File: src/rtl/tmr16_pkg.sv
package tmr16_pkg;

  typedef enum logic [1:0] {
    MODE_INTERVAL = 2'd0,
    MODE_CAPTURE  = 2'd1,
    MODE_PWM      = 2'd2,
    MODE_PARK     = 2'd3
  } tmr_mode_e;

endpackage

File: src/rtl/tmr16_cap_sync.sv
module tmr16_cap_sync #(
  parameter int STAGES = 2
) (
  input  logic clk,
  input  logic rst_n,
  input  logic pin_i,
  output logic rise_o,
  output logic fall_o
);

  logic [STAGES-1:0] chain_q;
  logic              prev_q;

  genvar g;
  generate
    for (g = 0; g < STAGES; g++) begin : g_stage
      if (g == 0) begin : g_first
        always_ff @(posedge clk or negedge rst_n) begin
          if (!rst_n) chain_q[0] <= 1'b0;
          else        chain_q[0] <= pin_i;
        end
      end else begin : g_next
        always_ff @(posedge clk or negedge rst_n) begin
          if (!rst_n) chain_q[g] <= 1'b0;
          else        chain_q[g] <= chain_q[g-1];
        end
      end
    end
  endgenerate

  always_ff @(posedge clk or negedge rst_n) begin
    if (!rst_n) prev_q <= 1'b0;
    else        prev_q <= chain_q[STAGES-1];
  end

  assign rise_o = chain_q[STAGES-1] & ~prev_q;
  assign fall_o = ~chain_q[STAGES-1] & prev_q;

endmodule

File: src/rtl/tmr16_count.sv
module tmr16_count
  import tmr16_pkg::*;
#(
  parameter int W = 16
) (
  input  logic         clk,
  input  logic         rst_n,
  input  logic         restart_i,
  input  logic         tick_i,
  input  tmr_mode_e    mode_i,
  input  logic [W-1:0] ref_i,
  output logic [W-1:0] cnt_o,
  output logic         match_o,
  output logic         wrap_o
);

  localparam logic [W-1:0] CNT_MAX = {W{1'b1}};

  logic [W-1:0] cnt_q;
  logic         run;
  logic         at_ref;
  logic         compare_on;
  logic         reload;

  assign run        = tick_i & ~restart_i & (mode_i != MODE_PARK);
  assign at_ref     = (cnt_q == ref_i);
  assign compare_on = (mode_i == MODE_INTERVAL) | (mode_i == MODE_PWM);
  assign match_o    = run & at_ref & compare_on;
  assign reload     = match_o & (mode_i == MODE_INTERVAL);
  assign wrap_o     = run & (cnt_q == CNT_MAX) & ~reload;

  always_ff @(posedge clk or negedge rst_n) begin
    if (!rst_n)                        cnt_q <= '0;
    else if (restart_i)                cnt_q <= '0;
    else if (mode_i == MODE_PARK)      cnt_q <= '0;
    else if (reload)                   cnt_q <= '0;
    else if (run)                      cnt_q <= cnt_q + 1'b1;
  end

  assign cnt_o = cnt_q;

endmodule

File: src/rtl/tmr16_outpin.sv
module tmr16_outpin
  import tmr16_pkg::*;
#(
  parameter int W = 16
) (
  input  logic         clk,
  input  logic         rst_n,
  input  logic         restart_i,
  input  tmr_mode_e    mode_i,
  input  logic         match_i,
  input  logic [W-1:0] ref_i,
  input  logic [W-1:0] cnt_i,
  output logic         out_o
);

  logic out_q;
  logic out_d;

  always_comb begin
    out_d = out_q;
    if (restart_i) begin
      out_d = 1'b0;
    end else begin
      unique case (mode_i)
        MODE_INTERVAL: if (match_i) out_d = ~out_q;
        MODE_PWM:      out_d = (ref_i > cnt_i);
        default:       out_d = 1'b0;
      endcase
    end
  end

  always_ff @(posedge clk or negedge rst_n) begin
    if (!rst_n) out_q <= 1'b0;
    else        out_q <= out_d;
  end

  assign out_o = out_q;

endmodule

File: src/rtl/tmr16_pend.sv
module tmr16_pend (
  input  logic clk,
  input  logic rst_n,
  input  logic set_i,
  input  logic clr_a_i,
  input  logic clr_b_i,
  output logic pend_o
);

  logic pend_q;

  always_ff @(posedge clk or negedge rst_n) begin
    if (!rst_n)                   pend_q <= 1'b0;
    else if (set_i)               pend_q <= 1'b1;
    else if (clr_a_i | clr_b_i)   pend_q <= 1'b0;
  end

  assign pend_o = pend_q;

endmodule

File: src/rtl/tmr16_multimode.sv
module tmr16_multimode
  import tmr16_pkg::*;
#(
  parameter int W           = 16,
  parameter int SYNC_STAGES = 2
) (
  input  logic         clk,
  input  logic         rst_n,
  input  logic         tick_i,
  input  logic [1:0]   mode_i,
  input  logic         cap_pin_i,
  input  logic         cap_fall_i,
  input  logic         ref_we_i,
  input  logic [W-1:0] ref_wdata_i,
  input  logic         cnt_clr_i,
  input  logic         ovf_clr_i,
  input  logic         ovf_ack_i,
  input  logic         mc_clr_i,
  output logic         out_o,
  output logic [W-1:0] cnt_o,
  output logic [W-1:0] data_o,
  output logic         ovf_pend_o,
  output logic         mc_pend_o
);

  logic [1:0]   mode_q;
  tmr_mode_e    mode_act;
  logic         restart;
  logic         cap_rise;
  logic         cap_fall;
  logic         cap_evt;
  logic         match;
  logic         wrap;
  logic [W-1:0] cnt;
  logic [W-1:0] data_q;

  always_ff @(posedge clk or negedge rst_n) begin
    if (!rst_n) mode_q <= 2'd0;
    else        mode_q <= mode_i;
  end

  assign mode_act = tmr_mode_e'(mode_q);
  assign restart  = cnt_clr_i | (mode_i != mode_q);

  tmr16_cap_sync #(.STAGES(SYNC_STAGES)) u_sync (
    .clk    (clk),
    .rst_n  (rst_n),
    .pin_i  (cap_pin_i),
    .rise_o (cap_rise),
    .fall_o (cap_fall)
  );

  assign cap_evt = (mode_act == MODE_CAPTURE) & ~restart &
                   (cap_fall_i ? cap_fall : cap_rise);

  tmr16_count #(.W(W)) u_count (
    .clk       (clk),
    .rst_n     (rst_n),
    .restart_i (restart),
    .tick_i    (tick_i),
    .mode_i    (mode_act),
    .ref_i     (data_q),
    .cnt_o     (cnt),
    .match_o   (match),
    .wrap_o    (wrap)
  );

  always_ff @(posedge clk or negedge rst_n) begin
    if (!rst_n)        data_q <= '0;
    else if (cap_evt)  data_q <= cnt;
    else if (ref_we_i) data_q <= ref_wdata_i;
  end

  tmr16_outpin #(.W(W)) u_out (
    .clk       (clk),
    .rst_n     (rst_n),
    .restart_i (restart),
    .mode_i    (mode_act),
    .match_i   (match),
    .ref_i     (data_q),
    .cnt_i     (cnt),
    .out_o     (out_o)
  );

  tmr16_pend u_ovf_pend (
    .clk     (clk),
    .rst_n   (rst_n),
    .set_i   (wrap),
    .clr_a_i (ovf_clr_i),
    .clr_b_i (ovf_ack_i),
    .pend_o  (ovf_pend_o)
  );

  tmr16_pend u_mc_pend (
    .clk     (clk),
    .rst_n   (rst_n),
    .set_i   (match | cap_evt),
    .clr_a_i (mc_clr_i),
    .clr_b_i (1'b0),
    .pend_o  (mc_pend_o)
  );

  assign cnt_o  = cnt;
  assign data_o = data_q;

endmodule

File: config.mk
export PLATFORM = sky130hd
export DESIGN_NAME = tmr16_multimode
export DESIGN_NICKNAME = d
export VERILOG_FILES = /design/src/rtl/tmr16_pkg.sv /design/src/rtl/tmr16_cap_sync.sv /design/src/rtl/tmr16_count.sv /design/src/rtl/tmr16_outpin.sv /design/src/rtl/tmr16_pend.sv /design/src/rtl/tmr16_multimode.sv
export SDC_FILE = /design/constraint.sdc
export NUM_CORES = 1
export LEC_CHECK = 0
export ABC_CLOCK_PERIOD_IN_PS = 2600
export BUFFER_PORTS_ARGS = -buffer_cell sky130_fd_sc_hd__buf_2
export CORE_MARGIN = 2
export CORE_UTILIZATION = 53
export DETAILED_ROUTE_END_ITERATION = 8
export PLACE_DENSITY = 0.77
export REMOVE_ABC_BUFFERS = 1
export SLEW_MARGIN = 20
export SYNTH_ARGS = -nofsm -noshare
export SYNTH_HDL_FRONTEND = slang
export SYNTH_SLANG_ARGS = --single-unit
File: constraint.sdc
create_clock -name clk -period 2.6 [get_ports clk]
set_input_delay 0 -clock clk [delete_from_list [all_inputs] [get_ports clk]]
set_output_delay 0 -clock clk [all_outputs]
set_load 0.05 [all_outputs]
# Yosys cells after proc, flatten, opt, wreduce, memory -nomap -nowiden

Index checks and enable logic that the tools add are counted.

Register bits: 40
Input port bits: 28
Output and inout port bits: 35
Word-level logic and storage cells: 58

$add $sub $neg: 1
Order comparisons: 1
Equal/unequal tests: 8
Multiplexer cells: 14
Bitwise logic cells: 20
Reduce and logical (&&, ||, !) cells: 5

Operators by type and width:

| operator                                                                | number |
|---|---|
| 16-bit two-way mux                                                      | 6 |
| 16-bit by 1-bit adder with 16-bit output, second input constant         | 1 |
| 16-bit == test                                                          | 1 |
| 16-bit == test, second input constant                                   | 1 |
| 16-bit greater-than comparator                                          | 1 |
| 1-bit AND                                                               | 11 |
| 1-bit two-way mux                                                       | 7 |
| 2-bit nonzero test                                                      | 3 |
| 1-bit inverter                                                          | 5 |
| 2-bit == test, second input constant                                    | 2 |
| 1-bit OR                                                                | 4 |
| 4-bit nonzero test                                                      | 1 |
| 3-bit by 2-bit inequality test with 1-bit output, second input constant | 1 |
| 2-bit by 1-bit == test with 1-bit output, second input constant         | 1 |
| 2-bit zero test                                                         | 1 |
| 2-bit inequality test                                                   | 1 |
| 2-bit inequality test, second input constant                            | 1 |
| 1-bit case mux with 2 select lines                                      | 1 |

# Longest topological paths before layout

Word-level depth: 11
Gate-level depth with buffers: 8
Mapped depth without buffers: 7

# Hierarchy

Synthesis repeated with hierarchy kept, for this count alone.

Cell total of the unflattened synthesis: 246
Area total of the unflattened synthesis: 2,637.5 um2

By module, submodules not included:

| module          | instances | cells each | area each (um2) | sequential area each (um2) |
|---|---|---|---|---|
| tmr16_count     | 1         | 114        | 1,064.8         | 400.4 |
| tmr16_multimode | 1         | 61         | 952.2           | 450.4 |
| tmr16_outpin    | 1         | 60         | 457.9           | 25.0 |
| tmr16_cap_sync  | 1         | 5          | 90.1            | 75.1 |
| tmr16_pend      | 2         | 3          | 36.3            | 25.0 |

# Least setup slack after synthesis

Ideal clock, no wire load.

Path kind: register to register
Start: register u_count.cnt_q[3] (netlist: u_count.cnt_o[3])
End: register u_count.cnt_q[6] (netlist: u_count.cnt_o[6])
Library setup time: 0.156 ns
Data arrival time: 2.188 ns
Path slack: 0.256 ns
Stages on the path, launching flop included: 9
Buffers on the path: 1
Period minus slack after synthesis: 2.344 ns
Path through: dfrtp_1 inv_1 ha_1 nand4_1 nor4_1 nand2_1 buf_2 a41oi_1 a31oi_1

Longest elaborated chain between the ends: 7
Elaborated cells between the ends (all ways): 10
Those cells by class: 1 x add/sub; 1 x eq/ne; 4 x mux; 3 x bitwise; 1 x reduce/logical

Ends and longest elaborated chain:

| element                                                                                          | RTL line          | source |
|---|---|---|
| start: declaration                                                                               | tmr16_count.sv:19 | `logic [W-1:0] cnt_q;` |
| start signal: assignment                                                                         | tmr16_count.sv:37 | `else if (run) cnt_q <= cnt_q + 1'b1;` |
| parallel branches: the longest is 7 deep, another holds 16-bit by 1-bit adder with 16-bit output | n/a               |  |

Several ways; the timed one is not identified. The select of a mux whose other input is x is not followed.
A chain may end at the register's enable or synchronous reset.

# Final worst setup path

Same ends and word-level chain as after synthesis.

==> results_dict.tcl <==
set metrics [dict create \
    rsz0062_at_grt "no" \
    required_ns 2.75 \
    cts_tree "built" \
    multi_input_area_um2 1240 \
    antenna_found_initial 0 \
    fin_setup_tns_ns 0 \
    critPathMaxFanout 11 \
    grt_usage_pct 22.8 \
    yosys_warnings 0 \
    grt-ovfl-total 0 \
    status "finished clean" \
    numCtsBuffers 5 \
    clkSinkCount 40 \
    dp_cells 359 \
    die_h_um 70.6 \
    nFillCells 382 \
    wire_per_inst_um 14.3 \
    core_area_um2 4320 \
    wl_mm 5.33 \
    drt_iter0_drc 69 \
    grt_max_degree 41 \
    die_area_um2 4980 \
    worst_setup_path_start_kind "flip-flop" \
    ant_nets 0 \
    crit_chain "inv_1, ha_1, nand4_1, nor4_1, nand2_2, a41oi_1, a31oi_1" \
    worstMarginPinSlew_ns 0.893 \
    synth_area_um2 2350 \
    worstSetupPathType "flip-flop to flip-flop" \
    num_rows 24 \
    path_delay_family "simple AND/OR/NAND/NOR gates" \
    synth_top_area_share_pct 42.6 \
    maxCapViolCount 0 \
    clkTransAtPathRegs_ns 0.08 \
    ys_async_sr_fraction_pct 100 \
    critPathSlowestCell "nor4_1" \
    cts_buffer_depth 2 \
    grt_pass1_wl_mm 8.98 \
    drive_above_1_share_pct 24.3 \
    root_buffer "clkbuf_8" \
    post-route-drc-count 0 \
    synthDistinctLibCells 40 \
    dr_total_vias 2081 \
    synthCells 249 \
    synth_area_leaders "dfrtp_1 (43%), ha_1 (9.1%), mux2i_1 (6.8%)" \
    place_congestion 0.811 \
    fmax_mhz 419 \
    ir_drop_mv 0.342 \
    register_area_um2 1000 \
    layout_common_cells "buf_2 (62), dfrtp_1 (40), nor2_1 (31)" \
    pin_count 63 \
    drtPass1Iterations 4 \
    fin_cells 373 \
    hpwl_mm 3.86 \
    syn2layout_area_growth_pct 22.6 \
    leakage_nw 1.39 \
    synth-edff-count 0 \
    critical_path.max_stage_delay_ns 0.57 \
    layout_commonest_cell "buf_2" \
    arrival_ns 2.54 \
    ys_seq_elements 40 \
    finalHoldWorstSlack_ns 0.00667 \
    fin_crit_sh_pct 91.8 \
    fin_nets 366 \
    cp-end-kind "flip-flop" \
    preCtsSetupSlack_ns 0.238 \
    hold_viol 0 \
    slew_violations 0 \
    grt_pass1_vias 1897 \
    cellPowerDensity_nw_per_um2 497 \
    setup_violations 0 \
    die_w_um 70.6 \
    antenna_cells 0 \
    fin_crit_ns 2.39 \
    synthFlopType "dfrtp_1" \
    ys_seq_area_share_pct 42.6 \
    slew_headroom_pct 40.5 \
    htreeDepth 2 \
    skew_ns 0.00404 \
    avgSynthCellArea_um2 9.44 \
    clock_latency_ns 0.29 \
    hold_path.class "primary input to flip-flop" \
    viasPerCell 5.58 \
    cts_setup_buffers 0 \
    worst-path-buf-inv 1 \
    start_util_pct 54.3 \
    fin_util_pct 66.6 \
    port_buffers 62 \
    timing.final.ws_setup_ns 0.212 \
    yosysTopAreaCell "dfrtp_1" \
]
kinds of logic after synthesis:
| family | count (synthesis) | share of synthesized area, % |
|---|---|---|
| AND/OR/NAND/NOR | 92 | 20.1 |
| multiplexers | 16 | 6.82 |
| AO/OA/AOI/OAI | 47 | 12.5 |
| flip-flops | 40 | 42.6 |
| XOR/XNOR | 11 | 4.10 |
| buffers and inverters | 26 | 4.90 |
| adder cells (fa/ha/maj) | 17 | 9.05 |
worst reg2reg max path: stages (launching register included):
cell     delay, ns
dfrtp_1       0.46
inv_1         0.11
ha_1          0.33
nand4_1       0.17
nor4_1        0.57
nand2_2       0.27
a41oi_1       0.27
a31oi_1       0.06
metal layers:
metal	global-route usage, %	wire length [um]
met3	4.42	247
met5	0	0
met1	31.5	2530
met4	6.92	58
met2	36.8	2500
path summary, 6_finish.rpt:
| path | from | to | slack, ns | depth (start not counted) |
|---|---|---|---|---|
| max | u_count.cnt_o[3] | u_count.cnt_o[6] | 0.21 | 7 |
| min | ref_wdata_i[1] | data_o[1] | 0.007 | 3 |
| max reg2reg | u_count.cnt_o[3] | u_count.cnt_o[6] | 0.21 | 7 |
| min reg2reg | u_sync.chain_q[0] | u_sync.chain_q[1] | 0.36 | 0 |
| max in group asynchronous | rst_n | u_count.cnt_o[11] | 1.67 | 2 |
| min in group asynchronous | rst_n | u_sync.chain_q[0] | 0.37 | 2 |
synthesized netlist by cell type (2+ instances only):
| cell | instances |
|---|---|
| a21oi_1 | 22 |
| a31oi_1 | 5 |
| and2_1 | 2 |
| and3_1 | 4 |
| buf_2 | 5 |
| dfrtp_1 | 40 |
| ha_1 | 17 |
| inv_1 | 18 |
| mux2i_1 | 16 |
| nand2_1 | 14 |
| nand3_1 | 13 |
| nand4_1 | 13 |
| nor2_1 | 31 |
| nor2b_1 | 2 |
| nor4_1 | 4 |
| o211ai_1 | 2 |
| o21ai_0 | 4 |
| o21ai_1 | 4 |
| o31ai_1 | 2 |
| or4_1 | 2 |
| xnor2_1 | 10 |
report_power, final:
group / internal (mW) / leakage (nW) / total, mW / switching, mW
registers: 0.654 / 0.511 / 0.682 / 0.0283
clock network: 0.236 / 0.0503 / 0.444 / 0.207
logic: 0.103 / 0.826 / 0.305 / 0.202
total: 0.993 / 1.39 / 1.43 / 0.438
area by class of cell:
cell class,count,area share (%)
well taps,52,2.26
clock buffers,7,3.34
multi-input cells,183,43.0
flip-flops and latches,40,34.8
repair buffers,73,14.2
inverters,18,2.35
flip-flops by register name, summed over array words and instances (netlist names):
register and count:
data_o 16, u_count.cnt_o 16, mode_act 2, u_sync.chain_q 2
u_mc_pend.pend_o 1, u_out.out_o 1, u_ovf_pend.pend_o 1, u_sync.prev_q 1
metrics by stage:
| step | area [um2] | total power, mW |
|---|---|---|
| 2_1_floorplan | 2300 | 0.890 |
| 3_3_place_gp | 2710 | 0.988 |
| 3_5_place_dp | 2710 | 0.992 |
| 4_1_cts | 2880 | 1.45 |
| 5_1_grt | 2880 | 1.50 |
| 6_report | 2880 | 1.43 |
repair_timing:
action,in CTS,in global routing
hold buffers,7,0
endpoints found under the hold margin,45,0
resized for setup,0,1
endpoints found under the setup margin,0,4
(Power assumes the default switching activity.)
